==> src/rtl/pdsc_pkg.sv <==
// Shared widths, register offsets and the per-domain placement table of the
// power domain sequencing controller. Assumes byte addressing of 32-bit words.
package pdsc_pkg;
    localparam int NDOM = 4;
    localparam int AW   = 12;
    localparam int DW   = 32;

    typedef logic [AW-1:0] addr_t;
    typedef logic [DW-1:0] word_t;

    // Global registers
    localparam addr_t A_READY = 12'h000;
    localparam addr_t A_ISTAT = 12'h004;
    localparam addr_t A_ICLR  = 12'h008;
    localparam addr_t A_IEN   = 12'h00C;
    localparam addr_t A_IMASK = 12'h010;

    // Offsets inside one domain bank
    localparam addr_t O_STAT = 12'h000;
    localparam addr_t O_OFF  = 12'h004;
    localparam addr_t O_ON   = 12'h00C;
    localparam addr_t O_ERR  = 12'h014;

    // Base address of a domain bank
    function automatic addr_t dom_base(input int d);
        case (d)
            0:       return 12'h080;
            1:       return 12'h0C0;
            2:       return 12'h100;
            default: return 12'h140;
        endcase
    endfunction

    // Completion bit of a domain in the interrupt-status word
    function automatic int dom_irq_bit(input int d);
        case (d)
            0:       return 16;
            1:       return 20;
            2:       return 21;
            default: return 24;
        endcase
    endfunction
endpackage

==> src/rtl/pdsc_domain.sv <==
// One power domain: holds its settled on/off state and counts a transition of
// LATENCY cycles after a start strobe. Assumes go_off/go_on arrive only while
// idle and never together; fail marks a command rejected by error injection.
module pdsc_domain #(
    parameter int LATENCY = 8
) (
    input  logic clk,
    input  logic rst_n,
    input  logic go_off,
    input  logic go_on,
    input  logic fail,
    output logic is_off,
    output logic busy,
    output logic dir_on,
    output logic err,
    output logic done
);
    localparam int CW = $clog2(LATENCY + 1);

    logic [CW-1:0] cnt;

    // Last cycle of a running transition
    assign done = busy && (cnt == '0);

    // Transition sequencing, settled state and retry flag
    always_ff @(posedge clk) begin
        if (!rst_n) begin
            busy   <= 1'b0;
            dir_on <= 1'b0;
            cnt    <= '0;
            is_off <= 1'b1;
            err    <= 1'b0;
        end else begin
            if (go_off || go_on) begin
                busy   <= 1'b1;
                dir_on <= go_on;
                cnt    <= CW'(LATENCY - 1);
                err    <= 1'b0;
            end else if (busy) begin
                if (cnt == '0) begin
                    busy   <= 1'b0;
                    is_off <= !dir_on;
                end else begin
                    cnt <= cnt - 1'b1;
                end
            end
            if (fail) begin
                err <= 1'b1;
            end
        end
    end
endmodule

==> src/rtl/pdsc_irq.sv <==
// Sticky completion flags with write-one-to-clear, plus enable and mask
// registers that form the interrupt line. A set and a clear of the same bit in
// one cycle leave the bit set.
module pdsc_irq
    import pdsc_pkg::*;
(
    input  logic  clk,
    input  logic  rst_n,
    input  word_t set_vec,
    input  logic  clr_we,
    input  logic  en_we,
    input  logic  mask_we,
    input  word_t wdata,
    output word_t stat,
    output word_t en,
    output word_t mask,
    output logic  irq
);
    word_t clr_vec;

    // Bits that software asks to clear this cycle
    assign clr_vec = clr_we ? wdata : '0;

    // Status, enable and mask storage
    always_ff @(posedge clk) begin
        if (!rst_n) begin
            stat <= '0;
            en   <= '0;
            mask <= '0;
        end else begin
            stat <= (stat & ~clr_vec) | set_vec;
            if (en_we)   en   <= wdata;
            if (mask_we) mask <= wdata;
        end
    end

    // Interrupt line from enabled, unmasked flags
    assign irq = |(stat & en & ~mask);
endmodule

==> src/rtl/pdsc_top.sv <==
// Power domain sequencing controller top: register decode, per-domain
// sequencers, global ready flags, one-shot error injection and the interrupt
// block. Assumes a single bus master that issues at most one access per cycle.
module pdsc_top
    import pdsc_pkg::*;
#(
    parameter int LATENCY = 8,
    parameter int CH_BIT  = 0
) (
    input  logic          clk,
    input  logic          rst_n,
    input  logic          bus_wr,
    input  logic          bus_rd,
    input  logic [AW-1:0] bus_addr,
    input  logic [DW-1:0] bus_wdata,
    output logic [DW-1:0] bus_rdata,
    input  logic          err_inject,
    output logic          irq
);
    localparam word_t CMD_WORD = word_t'(1) << CH_BIT;

    logic [NDOM-1:0] busy, dir_on, is_off, err, done;
    logic [NDOM-1:0] try_off, try_on, go_off, go_on, fail;
    logic            ready_off, ready_on, armed, attempt;
    word_t           set_vec, istat, ien, imask, rd_mux;

    // Global ready flags: a direction is blocked while any domain runs it
    assign ready_off = ~|(busy & ~dir_on);
    assign ready_on  = ~|(busy & dir_on);

    // Command decode and split into accepted or injected-failure strobes
    always_comb begin
        try_off = '0;
        try_on  = '0;
        for (int d = 0; d < NDOM; d++) begin
            try_off[d] = bus_wr && (bus_addr == dom_base(d) + O_OFF) &&
                         (bus_wdata == CMD_WORD) && ready_off && !busy[d];
            try_on[d]  = bus_wr && (bus_addr == dom_base(d) + O_ON) &&
                         (bus_wdata == CMD_WORD) && ready_on && !busy[d];
        end
        attempt = |(try_off | try_on);
        go_off  = armed ? '0 : try_off;
        go_on   = armed ? '0 : try_on;
        fail    = armed ? (try_off | try_on) : '0;
    end

    // One-shot failure arming; a new pulse outranks consumption
    always_ff @(posedge clk) begin
        if (!rst_n) armed <= 1'b0;
        else        armed <= (armed && !attempt) || err_inject;
    end

    // Per-domain sequencers
    for (genvar g = 0; g < NDOM; g++) begin : g_dom
        pdsc_domain #(.LATENCY(LATENCY)) u_dom (
            .clk    (clk),
            .rst_n  (rst_n),
            .go_off (go_off[g]),
            .go_on  (go_on[g]),
            .fail   (fail[g]),
            .is_off (is_off[g]),
            .busy   (busy[g]),
            .dir_on (dir_on[g]),
            .err    (err[g]),
            .done   (done[g])
        );
    end

    // Place completion strobes at their interrupt-status positions
    always_comb begin
        set_vec = '0;
        for (int d = 0; d < NDOM; d++) begin
            set_vec[dom_irq_bit(d)] = done[d];
        end
    end

    pdsc_irq u_irq (
        .clk     (clk),
        .rst_n   (rst_n),
        .set_vec (set_vec),
        .clr_we  (bus_wr && (bus_addr == A_ICLR)),
        .en_we   (bus_wr && (bus_addr == A_IEN)),
        .mask_we (bus_wr && (bus_addr == A_IMASK)),
        .wdata   (bus_wdata),
        .stat    (istat),
        .en      (ien),
        .mask    (imask),
        .irq     (irq)
    );

    // Read multiplexer; unlisted addresses return zero
    always_comb begin
        rd_mux = '0;
        if (bus_addr == A_READY)      rd_mux = word_t'({ready_on, ready_off});
        else if (bus_addr == A_ISTAT) rd_mux = istat;
        else if (bus_addr == A_IEN)   rd_mux = ien;
        else if (bus_addr == A_IMASK) rd_mux = imask;
        for (int d = 0; d < NDOM; d++) begin
            if (bus_addr == dom_base(d) + O_STAT) rd_mux[CH_BIT] = is_off[d];
            if (bus_addr == dom_base(d) + O_ERR)  rd_mux[CH_BIT] = err[d];
        end
    end

    // Registered read data, held between reads
    always_ff @(posedge clk) begin
        if (!rst_n)      bus_rdata <= '0;
        else if (bus_rd) bus_rdata <= rd_mux;
    end
endmodule

==> config.mk <==
export PLATFORM = sky130hd
export DESIGN_NAME = pdsc_top
export DESIGN_NICKNAME = d
export VERILOG_FILES = /design/src/rtl/pdsc_pkg.sv /design/src/rtl/pdsc_domain.sv /design/src/rtl/pdsc_irq.sv /design/src/rtl/pdsc_top.sv
export SDC_FILE = /design/constraint.sdc
export NUM_CORES = 1
export LEC_CHECK = 0
export BUFFER_PORTS_ARGS = -buffer_cell sky130_fd_sc_hd__buf_2
export CAP_MARGIN = 10
export CORE_MARGIN = 2
export CORE_UTILIZATION = 43
export CTS_CLUSTER_SIZE = 40
export DETAILED_ROUTE_END_ITERATION = 8
export PLACE_DENSITY = 0.66
export SYNTH_ARGS = -nofsm -noshare
export SYNTH_HDL_FRONTEND = slang
export SYNTH_SLANG_ARGS = --single-unit
==> constraint.sdc <==
create_clock -name clk -period 2.56 [get_ports clk]
set_input_delay 0.128 -clock clk [delete_from_list [all_inputs] [get_ports clk]]
set_output_delay 0.128 -clock clk [all_outputs]
set_load 0.01 [all_outputs]
== Word-level counts from Yosys, hierarchy flattened ==
Cells that the tools add are included.
Widths: inputs -> output; s select.
Storage, ports and cells
  register bits: 161
  latch bits: 0
  bits in writable memories: 0
  ROM bits: 0
  input port bits: 49
  output and inout bits: 33
  word-level logic and storage cells: 214
  memories: 0
Cells by class
  $add $sub $neg: 4
  multipliers: 0
  div/mod/pow operators: 0
  order comparisons: 0
  eq/ne operators: 25
  shift-type cells: 0
  muxes and demuxes: 48
  bitwise logic cells: 19
  reduce and logical (&&, ||, !) cells: 89
Operator list (number)
  $mux 32: 5
  $and 32x32->32: 3
  $eq 12x8->1 const B: 8
  $eq 12x9->1 const B: 8
  $not 32->32: 2
  $logic_and 1x1->1: 40
  $mux 3: 12
  $eq 32x1->1 const B: 1
  $or 32x25->32: 1
  $reduce_or 32->1: 1
  $mux 1: 28
  $eq 12x4->1 const B: 2
  $logic_not 4->1: 4
  $reduce_and 2->1: 8
  $reduce_bool 2->1: 8
  $sub 4x1->4 const B: 4
  $eq 12x3->1 const B: 1
  $eq 12x5->1 const B: 1
  $logic_not 12->1: 1
  $mux 4: 3
  $reduce_and 3->1: 4
  $reduce_or 4->1: 3
  $logic_not 1->1: 11
  $not 1->1: 9
  6 further kinds: 17

== Logic depth before layout (Yosys ltp) ==
  word-level depth: 13
  depth in mapped cells: 9

== Modules after synthesis ==
From an unflattened synthesis, not the netlist that was laid out.
Unflattened totals
  cell total of the unflattened synthesis: 831
  area total of the unflattened synthesis: 7572.3 um^2
Modules (own cells, without submodules)
  pdsc_irq: instances 1, cells an instance 394, area an instance 3912.5 um^2
  pdsc_top: instances 1, cells an instance 281, area an instance 2203.4 um^2
  pdsc_domain: instances 4, cells an instance 39, area an instance 364.1 um^2

== Worst setup path after synthesis ==
Ideal clock, no wire load.
  path type: input -> register
  start point: input bus_wdata[5]
  end point: register g_dom[0].u_dom.err
  setup time: 0.072 ns
  arrival time: 1.669 ns
  slack: 0.819 ns
  cell stages on the path: 4
  buffers on the path: 0
  cells stage by stage: or4_4 -> or4_4 -> nor4_1 -> mux2i_1
Between the ends
  word-level cells in the longest chain between the ends: 7
  elaborated cells between the ends (all ways): 14
Ends and longest elaborated chain
  from (decl): line pdsc_top.sv:15  | input logic [DW-1:0] bus_wdata,
  $eq 32x1->1 (*): line pdsc_top.sv:37, pdsc_top.sv:39
  $logic_and 1x1->1 (on tied branches): line pdsc_top.sv:36, pdsc_top.sv:38
  $logic_and 1x1->1 (on tied branches) (2 in a row): line pdsc_top.sv:37, pdsc_top.sv:39
  $or 4x4->4 (tied with other cells): line pdsc_top.sv:44  | fail = armed ? (try_off | try_on) : '0;
  $mux 4 or $logic_or 1x1->1 (tied branches): line pdsc_top.sv:44, pdsc_domain.sv:34
  $mux 1 or $reduce_bool 2->1 (tied branches)
  to (signal assigned): line pdsc_domain.sv:32  | err <= 1'b0;
  to (signal assigned): line pdsc_domain.sv:38  | err <= 1'b0;
  to (signal assigned): line pdsc_domain.sv:48  | err <= 1'b1;
  to (decl): line pdsc_domain.sv:15  | output logic err,
Mark *: on every way between the ends. The rest lies on a longest branch, timed or not.
A chain may end at the register's enable or synchronous reset.

== Final worst setup path ==
  start point: register u_irq.mask[12]
  end point: output irq
Between the ends
  word-level cells in the longest chain between the ends: 3
Ends and longest elaborated chain
  from (decl): line pdsc_irq.sv:16  | output word_t mask,
  from (signal assigned): line pdsc_irq.sv:33  | if (mask_we) mask <= wdata;
  $not 32->32: line pdsc_irq.sv:38  | assign irq = |(stat & en & ~mask);
  $and 32x32->32: line pdsc_irq.sv:38
  $reduce_or 32->1: line pdsc_irq.sv:38
  to (decl): line pdsc_top.sv:18  | output logic irq
No other way between the ends.

==> impl_metrics.env <==
export IMPL_route_detailed_drc=0
export IMPL_cts_tree="yes"
export IMPL_swShare_pct=22.1
export IMPL_core_mm2=0.0164
export IMPL_p_leak_nw=3.24
export IMPL_path_clk_slew_ns=0.06
export IMPL_grt_pass1_vias=6130
export IMPL_die_area_mm2=0.0177
export IMPL_grt_pass1_wl_um=32600
export IMPL_insertion_delay_ns=0.42
export IMPL_crit_chain="and3b_1 > a31oi_1 > nand3_1 > nor4_1 > nand2_1 > buf_2"
export IMPL_worstMarginPinSlew_ns=0.658
export IMPL_row_count=47
export IMPL_finalPower_mw=5.52
export IMPL_finalHoldViolCount=0
export IMPL_async_flop_share_pct=0
export IMPL_combinationalPowerShare_pct=5.5
export IMPL_initial_utilization_pct=43.6
export IMPL_synth_nets=922
export IMPL_antenna_left=0
export IMPL_path_class="reg2out"
export IMPL_cts_sinks=161
export IMPL_yosysTopAreaCellShare_pct=45.0
export IMPL_crit_path_end_kind="output pin"
export IMPL_vias=6666
export IMPL_syn_area_per_cell_um2=8.27
export IMPL_instances_no_fill=1190
export IMPL_worst_path_buf_inv=1
export IMPL_power_share_clock_pct=48.4
export IMPL_hp_start="rst_n"
export IMPL_drtIter0Drc=476
export IMPL_top_layer="met4"
export IMPL_routed_wl_um=20500
export IMPL_p_int_mw=4.30
export IMPL_nets=1014
export IMPL_grt_ovfl_total=0
export IMPL_setup_tns_ns=0
export IMPL_required_ns=2.43
export IMPL_relSlewSlack_pct=55.7
export IMPL_cp_start_kind="flip-flop"
export IMPL_cts_made_buffers=17
export IMPL_antenna_found_initial=0
export IMPL_crit_family="simple AND/OR/NAND/NOR gates"
export IMPL_cts_hold_repair_buffers=33
export IMPL_synth_distinct_cells=55
export IMPL_gp_congestion=0.897
export IMPL_synth_area_top_cells="dfxtp_1 45%, nand2_1 9.8%, a21boi_1 6.7%"
export IMPL_cts_root_buf="clkbuf_16"
export IMPL_slowest_stage="nor4_1"
export IMPL_dr_wl_met2_um=9930
export IMPL_synthesis_instances=865
export IMPL_fin_crit_sh_pct=93.3
export IMPL_drive_gt1_share_pct=14.5
export IMPL_port_buffers=81
export IMPL_ir_worst_vdd_mv=0.438
export IMPL_grt_use_total_pct=23.2
export IMPL_place_inst=1125
export IMPL_rsz0062_at_grt="false"
export IMPL_clk_path_buf_depth=2
export IMPL_cts_resized=0
export IMPL_worstPathArrival_ns=2.26
export IMPL_skew_ns=0.00831
export IMPL_dp_hpwl_um=13000
export IMPL_chipHeight_um=133
export IMPL_r2r_start="g_dom[0].u_dom.dir_on$_SDFFE_PN0P_"
export IMPL_startpoint="u_irq.mask[12]$_SDFFE_PN0P_"
export IMPL_h_tree_depth=4
export IMPL_detail_route_wirelength_met1_um=9020
export IMPL_outcome="finished, final reports clean"
export IMPL_report_final_slew_viol_count=0
export IMPL_syn2layout_area_growth_pct=22.0
export IMPL_ys_warnings_count=0
export IMPL_dr_pass1_iters=5
export IMPL_seq_power_share_pct=46.1
export IMPL_ios=82
export IMPL_finalCriticalPeriod_ns=2.39
export IMPL_ys_ff_latch=161
export IMPL_switchingPower_mw=1.22
export IMPL_max_cap_violations=0
export IMPL_routed_via_density=5.60
export IMPL_n_antenna_cell=0
export IMPL_grt_max_degree=103
export IMPL_wl_met3_um=1170
export IMPL_die_x_um=133
export IMPL_avgRoutedWirePerCell_um=17.2
export IMPL_synth_main_ff_cell="dfxtp_1"
export IMPL_cpPeakStageDelay_ns=0.63
export IMPL_fmax_ghz=0.419
export IMPL_syn_area_mm2=0.00716
export IMPL_setup_viol=0
export IMPL_yosysSeqAreaShare_pct=45.0
export IMPL_powerDensity_mw_per_mm2=632
export IMPL_crit_fanout=3
export IMPL_synth_edf_count=0
export IMPL_hold_path_class="in2reg"
export IMPL_yosys_area_top_type="dfxtp_1"
export IMPL_cts_setup_buffers=0
-- routing by layer --
metal | GRT usage, % | vias to the layer above
li1 | - | 3246
met1 | 30.2 | 3195
met2 | 39.0 | 200
met3 | 4.94 | 25
met4 | 6.21 | 0
met5 | 0 | -
-- cell type report --
class | count | area (µm²)
multi-input cells | 623 | 3610
flip-flops and latches | 161 | 3220
repair buffers | 132 | 923
inverters | 22 | 82.6
fillers | 1552 | 7670
clock buffers | 24 | 492
well taps | 220 | 275
clock inverters | 8 | 125
-- sequential cells by signal, indices dropped and copies added (netlist names) --
signal,flops
bus_rdata,32
u_irq.en,32
u_irq.mask,32
u_irq.stat,32
g_dom.u_dom.cnt,16
g_dom.u_dom.busy,4
g_dom.u_dom.dir_on,4
g_dom.u_dom.err,4
g_dom.u_dom.is_off,4
armed,1
-- power groups by stage --
stage / clock (mW) / combinational, mW / sequential, mW
final: 2.67 / 0.304 / 2.54
after global routing: 2.80 / 0.328 / 2.55
after CTS: 2.70 / 0.302 / 2.54
after detailed placement: 0 / 0.262 / 2.60
after global placement: 0 / 0.263 / 2.60
after floorplan: 0 / 0.116 / 2.61
-- cells in the final DEF, fill, tap and decap left out, drive strengths merged, types with 3 or more instances in the layout --
| cell type | count |
|---|---|
| clkbuf | 24 |
| a21boi | 84 |
| and3b | 8 |
| ha | 8 |
| nor3b | 5 |
| bufinv | 3 |
| nand2b | 8 |
| mux2i | 4 |
| nand3b | 17 |
| xor2 | 4 |
| dfxtp | 161 |
| xnor2 | 8 |
| a21oi | 38 |
| or2 | 3 |
| or4 | 3 |
| a31oi | 39 |
| dlygate4sd3 | 33 |
| and2 | 3 |
| o211ai | 5 |
| buf | 99 |
| nor2 | 24 |
| inv | 23 |
| nand3 | 48 |
| nand2 | 186 |
| and3 | 8 |
| a22oi | 35 |
| clkinv | 3 |
| nor4 | 17 |
| nand4 | 6 |
| o21ai | 38 |
-- final timing paths --
kind | slack (ns) | endpoint | depth (start not counted)
min | 0.13 | g_dom[2].u_dom.is_off$_SDFFE_PN1P_ | 2
max | 0.17 | irq | 6
max reg2reg | 0.70 | g_dom[3].u_dom.dir_on$_SDFFE_PN0P_ | 6
min reg2reg | 0.45 | u_irq.stat[19]$_SDFF_PN0_ | 2
-- per-stage QoR --
stage / setup WS [ns] / hold slack (ns) / area, µm² / util, %
2_1_floorplan: 0.819 / 0.215 / 7160 / -
3_3_place_gp: 0.458 / 0.354 / 7780 / 47.4
3_5_place_dp: 0.480 / 0.352 / 7780 / 47.4
4_1_cts: 0.174 / 0.107 / 8730 / 53.2
5_1_grt: 0.0300 / 0.126 / 8730 / 53.2
6_report: 0.171 / 0.126 / 8730 / 53.2
-- synthesized netlist by cell type (4+ instances only) --
cell type  count
clkbuf_1      39
xor2_1         4
a21boi_0      20
mux2i_1        4
and3_1         8
nand2b_1       8
nand4_1        6
nor4_1        14
a21oi_1       38
xnor2_1        8
nor2_1        23
dfxtp_1      161
nand3b_1      17
ha_1           8
o21ai_0       37
nor3b_1        5
buf_2         19
nand3_1       48
o211ai_1       5
nand2_1      186
a22oi_1       35
and3b_1        8
a21boi_1      64
a31oi_1       39
inv_1         22
-- cells by family (layout without fill, tap and decap cells) --
family                     Yosys count  in the layout  share of synthesized area (%)
DFF                                161            161                           45.0
muxes                                4              4                          0.560
and+or+nand+nor                    347            347                           23.7
xor gates and xnor gates            12             12                           1.47
adders and majority gates            8              8                           1.40
AOI/OAI and AO/OA                  252            252                           23.2
buffers and inverters               81            186                           4.58
Note: power is estimated with default switching activity, not from simulation.
